==> src/rtl/hpt_pkg.sv <==
package hpt_pkg;

    localparam int WORD_W = 32;

    localparam logic [31:0] FLT_NOPTE  = 32'h4000_0000;
    localparam logic [31:0] FLT_PROT   = 32'h0800_0000;
    localparam logic [31:0] FLT_NOEXEC = 32'h1000_0000;
    localparam logic [31:0] FLT_STORE  = 32'h0200_0000;
    localparam logic [31:0] PTE_REF    = 32'h0000_0100;
    localparam logic [31:0] PTE_CHG    = 32'h0000_0080;

    typedef enum logic [2:0] {
        ST_IDLE,
        ST_RD0,
        ST_RD1,
        ST_WB,
        ST_DONE
    } walk_st_e;

    typedef struct packed {
        logic [23:0] vsid;
        logic [15:0] pgidx;
        logic        key;
        logic        dstore;
        logic        noexec;
    } seg_info_t;

    typedef struct packed {
        logic r;
        logic w;
    } perm_t;

    function automatic logic [31:0] primary_hash(input logic [23:0] vsid,
                                                 input logic [15:0] pgidx);
        logic [31:0] x;
        x = {8'h00, vsid} ^ {16'h0000, pgidx};
        return (x & 32'h0007_FFFF) << 6;
    endfunction

    function automatic logic [31:0] group_addr(input logic [15:0] tbase,
                                               input logic [8:0]  tmask,
                                               input logic [31:0] hash);
        logic [31:0] m;
        m = ({23'd0, tmask} << 16) | 32'h0000_FFC0;
        return {tbase, 16'h0000} | (hash & m);
    endfunction

    function automatic perm_t pp_decode(input logic key, input logic [1:0] pp);
        perm_t p;
        if (!key) begin
            p.r = 1'b1;
            p.w = (pp != 2'd3);
        end else begin
            p.r = (pp != 2'd0);
            p.w = (pp == 2'd2);
        end
        return p;
    endfunction

endpackage

==> src/rtl/hpt_seg_sel.sv <==
module hpt_seg_sel
    import hpt_pkg::*;
#(
    parameter int N_SEG = 16
) (
    input  logic [N_SEG*WORD_W-1:0] seg_regs,
    input  logic [31:0]             vaddr,
    input  logic                    user_mode,
    output seg_info_t               info
);
    localparam int SEL_W = $clog2(N_SEG);

    logic [WORD_W-1:0] segs [N_SEG];

    for (genvar g = 0; g < N_SEG; g++) begin : g_unpack
        assign segs[g] = seg_regs[g*WORD_W +: WORD_W];
    end

    logic [SEL_W-1:0]  sel;
    logic [WORD_W-1:0] sr;

    assign sel = vaddr[31 -: SEL_W];
    assign sr  = segs[sel];

    always_comb begin
        info.vsid   = sr[23:0];
        info.pgidx  = vaddr[27:12];
        info.key    = (sr[29] & user_mode) | (sr[30] & ~user_mode);
        info.dstore = sr[31];
        info.noexec = sr[28];
    end

    logic unused_seg;
    assign unused_seg = ^{sr[27:24], vaddr[11:0]};

endmodule

==> src/rtl/hpt_pte_chk.sv <==
module hpt_pte_chk
    import hpt_pkg::*;
(
    input  logic [31:0] w0,
    input  logic [31:0] w1,
    input  logic [23:0] vsid,
    input  logic [15:0] pgidx,
    input  logic        pass_h,
    input  logic        key,
    input  logic        is_write,
    output logic        match,
    output logic        allowed,
    output perm_t       perm,
    output logic [31:0] wb_data
);
    logic [31:0] ptem;
    logic [31:0] w0_cmp;
    perm_t       base;
    logic        set_chg;

    assign ptem   = {1'b0, vsid, 1'b0, pgidx[15:10]};
    assign w0_cmp = {1'b0, w0[30:7], 1'b0, w0[5:0]};

    always_comb begin
        match   = w0[31] && (w0[6] == pass_h) && (w0_cmp == ptem);
        base    = pp_decode(key, w1[1:0]);
        allowed = is_write ? base.w : base.r;
        set_chg = is_write && allowed;
        wb_data = w1 | PTE_REF | (set_chg ? PTE_CHG : 32'h0);
        perm.r  = base.r;
        perm.w  = base.w && (w1[7] || set_chg);
    end

endmodule

==> src/rtl/hpt_walker.sv <==
module hpt_walker
    import hpt_pkg::*;
#(
    parameter int N_SEG = 16,
    parameter int N_ENT = 8
) (
    input  logic                    clk,
    input  logic                    rst,
    input  logic                    start,
    input  logic [31:0]             vaddr,
    input  logic                    is_write,
    input  logic                    is_fetch,
    input  logic                    user_mode,
    input  logic [31:0]             sdr1,
    input  logic [N_SEG*WORD_W-1:0] seg_regs,
    output logic                    mem_req,
    output logic                    mem_we,
    output logic [31:0]             mem_addr,
    output logic [31:0]             mem_wdata,
    input  logic                    mem_ready,
    input  logic [31:0]             mem_rdata,
    output logic                    busy,
    output logic                    done,
    output logic                    hit,
    output logic [19:0]             rpn,
    output logic                    perm_r,
    output logic                    perm_w,
    output logic [31:0]             fault_code
);
    localparam int IDX_W = $clog2(N_ENT);
    localparam logic [IDX_W-1:0] LAST_IDX = IDX_W'(N_ENT - 1);

    walk_st_e    st_q;
    seg_info_t   seg_now, info_q;
    logic [15:0] tbase_q;
    logic [8:0]  tmask_q;
    logic        write_q;
    logic        pass_q;
    logic [IDX_W-1:0] idx_q;
    logic [31:0] w0_q, wb_q;
    logic        hit_q, pr_q, pw_q;
    logic [19:0] rpn_q;
    logic [31:0] fault_q;

    hpt_seg_sel #(.N_SEG(N_SEG)) u_seg (
        .seg_regs (seg_regs),
        .vaddr    (vaddr),
        .user_mode(user_mode),
        .info     (seg_now)
    );

    logic        c_match, c_allowed;
    perm_t       c_perm;
    logic [31:0] c_wb;

    hpt_pte_chk u_chk (
        .w0      (w0_q),
        .w1      (mem_rdata),
        .vsid    (info_q.vsid),
        .pgidx   (info_q.pgidx),
        .pass_h  (pass_q),
        .key     (info_q.key),
        .is_write(write_q),
        .match   (c_match),
        .allowed (c_allowed),
        .perm    (c_perm),
        .wb_data (c_wb)
    );

    logic [31:0] hash_p, hash_s, grp, ent_addr;
    logic [31:0] store_bit;

    always_comb begin
        hash_p    = primary_hash(info_q.vsid, info_q.pgidx);
        hash_s    = ~hash_p & 32'h01FF_FFC0;
        grp       = group_addr(tbase_q, tmask_q, pass_q ? hash_s : hash_p);
        ent_addr  = grp + (32'(idx_q) << 3);
        store_bit = write_q ? FLT_STORE : 32'h0;
    end

    always_ff @(posedge clk) begin
        if (rst) begin
            st_q    <= ST_IDLE;
            info_q  <= '0;
            tbase_q <= '0;
            tmask_q <= '0;
            write_q <= 1'b0;
            pass_q  <= 1'b0;
            idx_q   <= '0;
            w0_q    <= '0;
            wb_q    <= '0;
            hit_q   <= 1'b0;
            pr_q    <= 1'b0;
            pw_q    <= 1'b0;
            rpn_q   <= '0;
            fault_q <= '0;
        end else begin
            unique case (st_q)
                ST_IDLE: begin
                    if (start) begin
                        info_q  <= seg_now;
                        tbase_q <= sdr1[31:16];
                        tmask_q <= sdr1[8:0];
                        write_q <= is_write;
                        pass_q  <= 1'b0;
                        idx_q   <= '0;
                        hit_q   <= 1'b0;
                        pr_q    <= 1'b0;
                        pw_q    <= 1'b0;
                        rpn_q   <= '0;
                        if (seg_now.dstore || (is_fetch && seg_now.noexec)) begin
                            fault_q <= FLT_NOEXEC | (is_write ? FLT_STORE : 32'h0);
                            st_q    <= ST_DONE;
                        end else begin
                            fault_q <= '0;
                            st_q    <= ST_RD0;
                        end
                    end
                end
                ST_RD0: begin
                    if (mem_ready) begin
                        w0_q <= mem_rdata;
                        st_q <= ST_RD1;
                    end
                end
                ST_RD1: begin
                    if (mem_ready) begin
                        if (c_match) begin
                            wb_q    <= c_wb;
                            rpn_q   <= mem_rdata[31:12];
                            hit_q   <= c_allowed;
                            pr_q    <= c_allowed & c_perm.r;
                            pw_q    <= c_allowed & c_perm.w;
                            fault_q <= c_allowed ? 32'h0 : (FLT_PROT | store_bit);
                            st_q    <= ST_WB;
                        end else if (idx_q == LAST_IDX) begin
                            if (!pass_q) begin
                                pass_q <= 1'b1;
                                idx_q  <= '0;
                                st_q   <= ST_RD0;
                            end else begin
                                fault_q <= FLT_NOPTE | store_bit;
                                st_q    <= ST_DONE;
                            end
                        end else begin
                            idx_q <= idx_q + 1'b1;
                            st_q  <= ST_RD0;
                        end
                    end
                end
                ST_WB: begin
                    if (mem_ready) st_q <= ST_DONE;
                end
                ST_DONE: st_q <= ST_IDLE;
                default: st_q <= ST_IDLE;
            endcase
        end
    end

    assign mem_req    = (st_q == ST_RD0) || (st_q == ST_RD1) || (st_q == ST_WB);
    assign mem_we     = (st_q == ST_WB);
    assign mem_addr   = (st_q == ST_RD0) ? ent_addr : (ent_addr | 32'h4);
    assign mem_wdata  = wb_q;
    assign busy       = (st_q != ST_IDLE);
    assign done       = (st_q == ST_DONE);
    assign hit        = hit_q;
    assign rpn        = rpn_q;
    assign perm_r     = pr_q;
    assign perm_w     = pw_q;
    assign fault_code = fault_q;

    logic unused_in;
    assign unused_in = ^{vaddr[11:0], sdr1[15:9], vaddr[27:12]};

    AST_REQ_HOLD: assert property (@(posedge clk) disable iff (rst)
        (mem_req && !mem_ready) |=> (mem_req && $stable(mem_addr) && $stable(mem_we))) else $error("req dropped");
    AST_DONE_PULSE: assert property (@(posedge clk) disable iff (rst)
        done |=> !done) else $error("done too long");
    AST_BUSY_AT_DONE: assert property (@(posedge clk) disable iff (rst)
        done |-> busy) else $error("busy low at done");
    AST_WB_REF_SET: assert property (@(posedge clk) disable iff (rst)
        (mem_req && mem_we) |-> mem_wdata[8]) else $error("ref bit missing");
    AST_HIT_NO_FAULT: assert property (@(posedge clk) disable iff (rst)
        (done && hit) |-> (fault_code == 32'h0)) else $error("hit with fault");
    AST_FAULT_STORE_FLAG: assert property (@(posedge clk) disable iff (rst)
        (done && !hit) |-> (fault_code[25] == write_q)) else $error("store flag");

endmodule

==> config.mk <==
export PLATFORM = sky130hd
export DESIGN_NAME = hpt_walker
export DESIGN_NICKNAME = d
export VERILOG_FILES = /design/src/rtl/hpt_pkg.sv /design/src/rtl/hpt_seg_sel.sv /design/src/rtl/hpt_pte_chk.sv /design/src/rtl/hpt_walker.sv
export SDC_FILE = /design/constraint.sdc
export NUM_CORES = 1
export LEC_CHECK = 0
export BUFFER_PORTS_ARGS = -buffer_cell sky130_fd_sc_hd__buf_4
export CAP_MARGIN = 20
export CORE_AREA = 5 5 286 288
export DETAILED_ROUTE_END_ITERATION = 16
export DIE_AREA = 0 0 291 293
export GPL_TIMING_DRIVEN = 0
export HOLD_SLACK_MARGIN = 0.03
export PLACE_DENSITY_LB_ADDON = 0.15
export SYNTH_ARGS = -nofsm -noshare
export SYNTH_HDL_FRONTEND = slang
export SYNTH_HIERARCHICAL = 1
export SYNTH_SLANG_ARGS = --single-unit
==> constraint.sdc <==
create_clock -name clk -period 3.4 [get_ports clk]
set_clock_uncertainty 0.05 [all_clocks]
set_input_delay 0.68 -clock clk [delete_from_list [all_inputs] [get_ports clk]]
set_output_delay 0.68 -clock clk [all_outputs]
set_load 0.03 [all_outputs]
# ---- Yosys cells after proc, flatten, opt, wreduce, memory -nomap -nowiden
# Cells that the tools add are included.
dict set report totals {
  register_bits 193
  in_bits 615
  output_inout_bits 123
  elab_cells 122
}
dict set report op_classes {
  addsub 2
  n_lt_le_gt_ge 1
  eq_ne 19
  muxes 51
  bitwise_logic 12
  n_reduce_logical 21
}
# cell count
set ops {}
lappend ops {{$mux 32} 7}
lappend ops {{$bmux 32 s4} 1}
lappend ops {{$pmux 32 s2} 1}
lappend ops {{$mux 20} 3}
lappend ops {{$mux 26} 2}
lappend ops {{$mux 3} 14}
lappend ops {{$pmux 20 s2} 1}
lappend ops {{$add 32x6->32} 1}
lappend ops {{$or 32x25->32} 1}
lappend ops {{$or 32x32->32} 1}
lappend ops {{$eq 30x30->1} 1}
lappend ops {{$mux 29} 1}
lappend ops {{$mux 28} 1}
lappend ops {{$and 25x25->25} 1}
lappend ops {{$mux 25} 1}
lappend ops {{$not 25->25} 1}
lappend ops {{$xor 19x16->19} 1}
lappend ops {{$reduce_and 5->1} 3}
lappend ops {{$ne 2x2->1 const B} 7}
lappend ops {{$pmux 3 s4} 1}
lappend ops {{$mux 1} 11}
lappend ops {{$ne 3x3->1 const B} 3}
lappend ops {{$mux 8} 1}
lappend ops {{$pmux 1 s2} 4}
lappend ops {{22 further kinds} 37}

# ---- Longest topological paths before layout
dict set report logic_depth {
  depth_word 10
  ltp_mapped 9
  mapped_depth_nobuf 8
}

# ---- By module
# Netlist, hierarchy kept.
# module n_inst cells_each area_each_um2
set modules_own_cells {}
lappend modules_own_cells {hpt_walker 1 835 6776.5}
lappend modules_own_cells {hpt_seg_sel 1 216 3514.6}
lappend modules_own_cells {hpt_pte_chk 1 81 635.6}

# ---- Worst setup path after synthesis
# OpenSTA, ideal clock, no wires.
dict set report synth_path {
  path_kind {input to register}
  start {input vaddr[29]}
  end {register st_q[0]}
  setup_time_ns 0.059
  t_arrival_ns 2.585
  setup_slack_ns 0.706
  path_stages 7
  path_buffers 2
  path_cell_list {clkbuf_1 buf_1 mux4_2 mux4_2 a21o_1 nor3b_1 o311a_1}
}
# element line_no
set synth_rtl {}
lappend synth_rtl {{start: declaration} hpt_walker.sv:10} ;# input logic [31:0] vaddr,
lappend synth_rtl {{end signal: assignment} hpt_walker.sv:83} ;# st_q <= ST_IDLE;
lappend synth_rtl {{end signal: assignment} hpt_walker.sv:113} ;# st_q <= ST_DONE;
lappend synth_rtl {{end signal: assignment} hpt_walker.sv:116} ;# st_q <= ST_RD0;
lappend synth_rtl {{end: declaration} hpt_walker.sv:33} ;# walk_st_e st_q;

==> impl_metrics.yaml <==
die:
  fp-row-count: 103
  floorplan.initialDensity_pct: 13.9
  core_sq_mm: 0.0786
  fp.dieArea_sq_mm: 0.0853
  io_pins: 738
  fp.dieW_um: 291
  chipHeight_um: 293
detailed_routing:
  dr.pass1.iters: 5
  drtIter0Drc: 674
  vias_per_cell: 3.98
  drc: 0
  wl_per_cell_um: 27.5
  finalWirelength_um: 78700
  postRouteAntennaNets: 0
  vias: 11400
pwr:
  total_power_mw: 6.51
  leakage_nw: 7.56
  powerDensity_mw_per_mm2: 370
  ir_drop_uv: 246
sta:
  max_freq_mhz: 311
  min_period_ns: 3.21
  drv_slew: 0
  maxSlewHeadroom_pct: 30.0
  tightest_slew_ns: 1.05
  whs_ns: 0.408
  fin_ws_ns: 0.186
  grt_setup_unrepaired: "no"
  setup_violations: 0
  finalHoldViolCount: 0
  timing.final.crit_share_pct: 94.5
clock_tree:
  cts_tree: "done"
  cts_sinks: 165
  root_buffer: "clkbuf_16"
  insertion_delay_ns: 0.45
  clockBufferDepth: 2
  cts_made_buffers: 17
  cts_setup_buffers: 0
  cts_hold_buf: 0
  cts.clk_slew.worst_paths_ns: 0.07
  h-tree-depth: 4
final_layout:
  fillers: 8752
  multiInputGateArea_sq_mm: 0.00664
  areaGrowthSynthToFinish_pct: 61.1
  layoutNonFillerInstCount: 2865
  nNetsFinal: 2402
  ff_latch_area_sq_mm: 0.00330
  drive_above_1_share_pct: 49.9
  fin_area_sq_mm: 0.0176
yosys:
  ys_ff_latch: 165
  synth.distinct_cells: 46
  async_reset_ff_share_pct: 0
  yosys.area.top_type: "dfxtp_1"
  netlist_instances: 1132
  postSynthAreaPerCell_sq_um: 9.65
  ys_seq_area_share_pct: 30.2
  yosys_warnings: 6
  synth-main-ff-cell: "dfxtp_1"
  synth.area.top_cells: "dfxtp_1 (30%), mux4_2 (27%), nand2_1 (9.5%), a21oi_1 (6.3%), buf_4 (5.8%)"
  synth_edf_count: 0
  syn_area_sq_mm: 0.0109
  synth_top_cell_area_share_pct: 30.2
grt:
  grt_pass1_wl_um: 104000
  grt_pass1_vias: 12400
  grt_usage_pct: 17.7
  overflow: 0
  grt_max_degree: 18
  antenna_found_initial: 53
critical_path:
  worstPathMaxFanout: 10
  cp-end-kind: "flip-flop"
  cp-start-kind: "primary input"
  critPathKind: "primary input to flip-flop"
  slowest_delay_ns: 0.69
  arrival_ns: 3.43
  required_ns: 3.62
  crit_top_cell: "mux4_2"
  critPathSlowestCell: "buf_1"
  worstPathCellList: "clkbuf_1 -> buf_1 -> mux4_2 -> mux4_2 -> a21o_1 -> a31oi_1 -> a221oi_1"
job:
  maxCapViolations: 0
placement:
  numPlacedInstances: 2815
  hpwl_um: 70300
  place_congestion: 0.854
  dp_slack_ns: -0.350
  dpl-instance-area_sq_mm: 0.0169
  port_buffers: 604
outcome:
  outcome: "finished, final reports clean"
worst_hold_path:
  hold_class: "flip-flop to flip-flop"
==> per-layer routing <==
layer	global-route usage, %	vias up	share of wire, %
met5	0	-	0.16
met4	4.41	18	1.8
met3	5.64	66	9.1
met2	30.5	520	49
met1	21.5	5577	40
li1	-	5224	-
==> repair_timing <==
item	in CTS	in global routing
endpoints found under the setup margin	18	30
resized for setup	1	2
pin swaps	0	0
==> layout make-up <==
class | count | share of cell area [%]
Tap cell | 1050 | 7.46
Sequential cell | 165 | 18.8
Buffer | 174 | 6.21
Inverter | 4 | 0.0853
Clock inverter | 15 | 1.33
Multi-Input combinational cell | 818 | 37.7
Timing Repair Buffer | 604 | 25.8
Antenna cell | 18 | 0.256
Clock buffer | 17 | 2.42
==> worst paths after layout <==
kind	start	to	slack, ns	cells after the start
max	vaddr[29]	fault_code[25]	0.19	7
min	mem_wdata[13]	mem_wdata[13]	0.41	2
max reg2reg	info_q[24]	mem_wdata[19]	0.48	9
min reg2reg	mem_wdata[13]	mem_wdata[13]	0.41	2
==> sequential cells by signal, summed over array words and instances (netlist names) <==
| signal | flops |
|---|---|
| fault_code | 4 |
| perm_r | 1 |
| st_q | 3 |
| tbase_q | 16 |
| tmask_q | 9 |
| pass_q | 1 |
| idx_q | 3 |
| info_q | 41 |
| write_q | 1 |
| w0_q | 32 |
| hit | 1 |
| mem_wdata | 32 |
| rpn | 20 |
| perm_w | 1 |
==> cells in the mapped netlist, types with 4 or more instances <==
cell type  count
nand2_1      277
dfxtp_1      165
a21oi_1      138
mux4_2       130
buf_4         84
clkbuf_1      42
mux2i_1       41
xnor2_1       39
nor2_1        33
buf_2         29
xor2_1        27
and2_1        25
a21o_1        13
buf_1         11
a22oi_1        6
nand3_1        5
nor2b_1        5
o21ai_0        5
inv_1          4
nor4_1         4
==> cell usage in the layout (no fill, tap or decap), types with 4 or more instances in the layout <==
cell type,count
nand2_1,277
a21oi_1,138
o21ai_0,5
xnor2_1,39
buf_4,688
clkbuf_16,17
mux4_2,130
a21o_1,13
nor2_1,32
and2_1,25
nor4_1,4
bufinv_16,4
nand3_1,4
inv_8,4
inv_6,6
a22oi_1,6
mux2i_1,41
diode_2,18
buf_2,29
conb_1,31
inv_1,4
xor2_1,27
dfxtp_1,165
clkbuf_1,42
buf_1,11
nor2b_1,5
==> critical path, delay by kind of cell <==
kind | cells | cell delay (ns)
AO/OA/AOI/OAI | 3 | 0.69
buffers and inverters | 2 | 1.04
multiplexers | 2 | 0.99
==> logic make-up (layout without fill, tap and decap cells) <==
kind of cell / after synthesis / after routing / share of synthesized area, %
AND/OR/NAND/NOR: 372 / 372 / 14.5
buffers and inverters: 178 / 814 / 10.1
AO/OA/AOI/OAI: 175 / 175 / 8.90
multiplexers: 171 / 171 / 30.6
flip-flops: 165 / 165 / 30.2
XOR/XNOR: 66 / 66 / 5.29
adder cells (fa/ha/maj): 3 / 3 / 0.344
other: 2 / 49 / 0.0687
==> per-stage QoR <==
step	utilization (%)	setup TNS [ns]
floorplan	-	0
global placement	21.5	-1.12
detailed placement	21.5	-1.19
CTS	22.3	0
global route	22.4	0
finish	22.4	0
==> power by group <==
part | switching, mW | leakage [nW] | internal, mW | total, mW
sequential | 0.102 | 1.34 | 2.04 | 2.14
combinational | 1.07 | 5.89 | 1.05 | 2.11
clock | 0.985 | 0.324 | 1.27 | 2.26
Power figures use the tool's default switching activity.
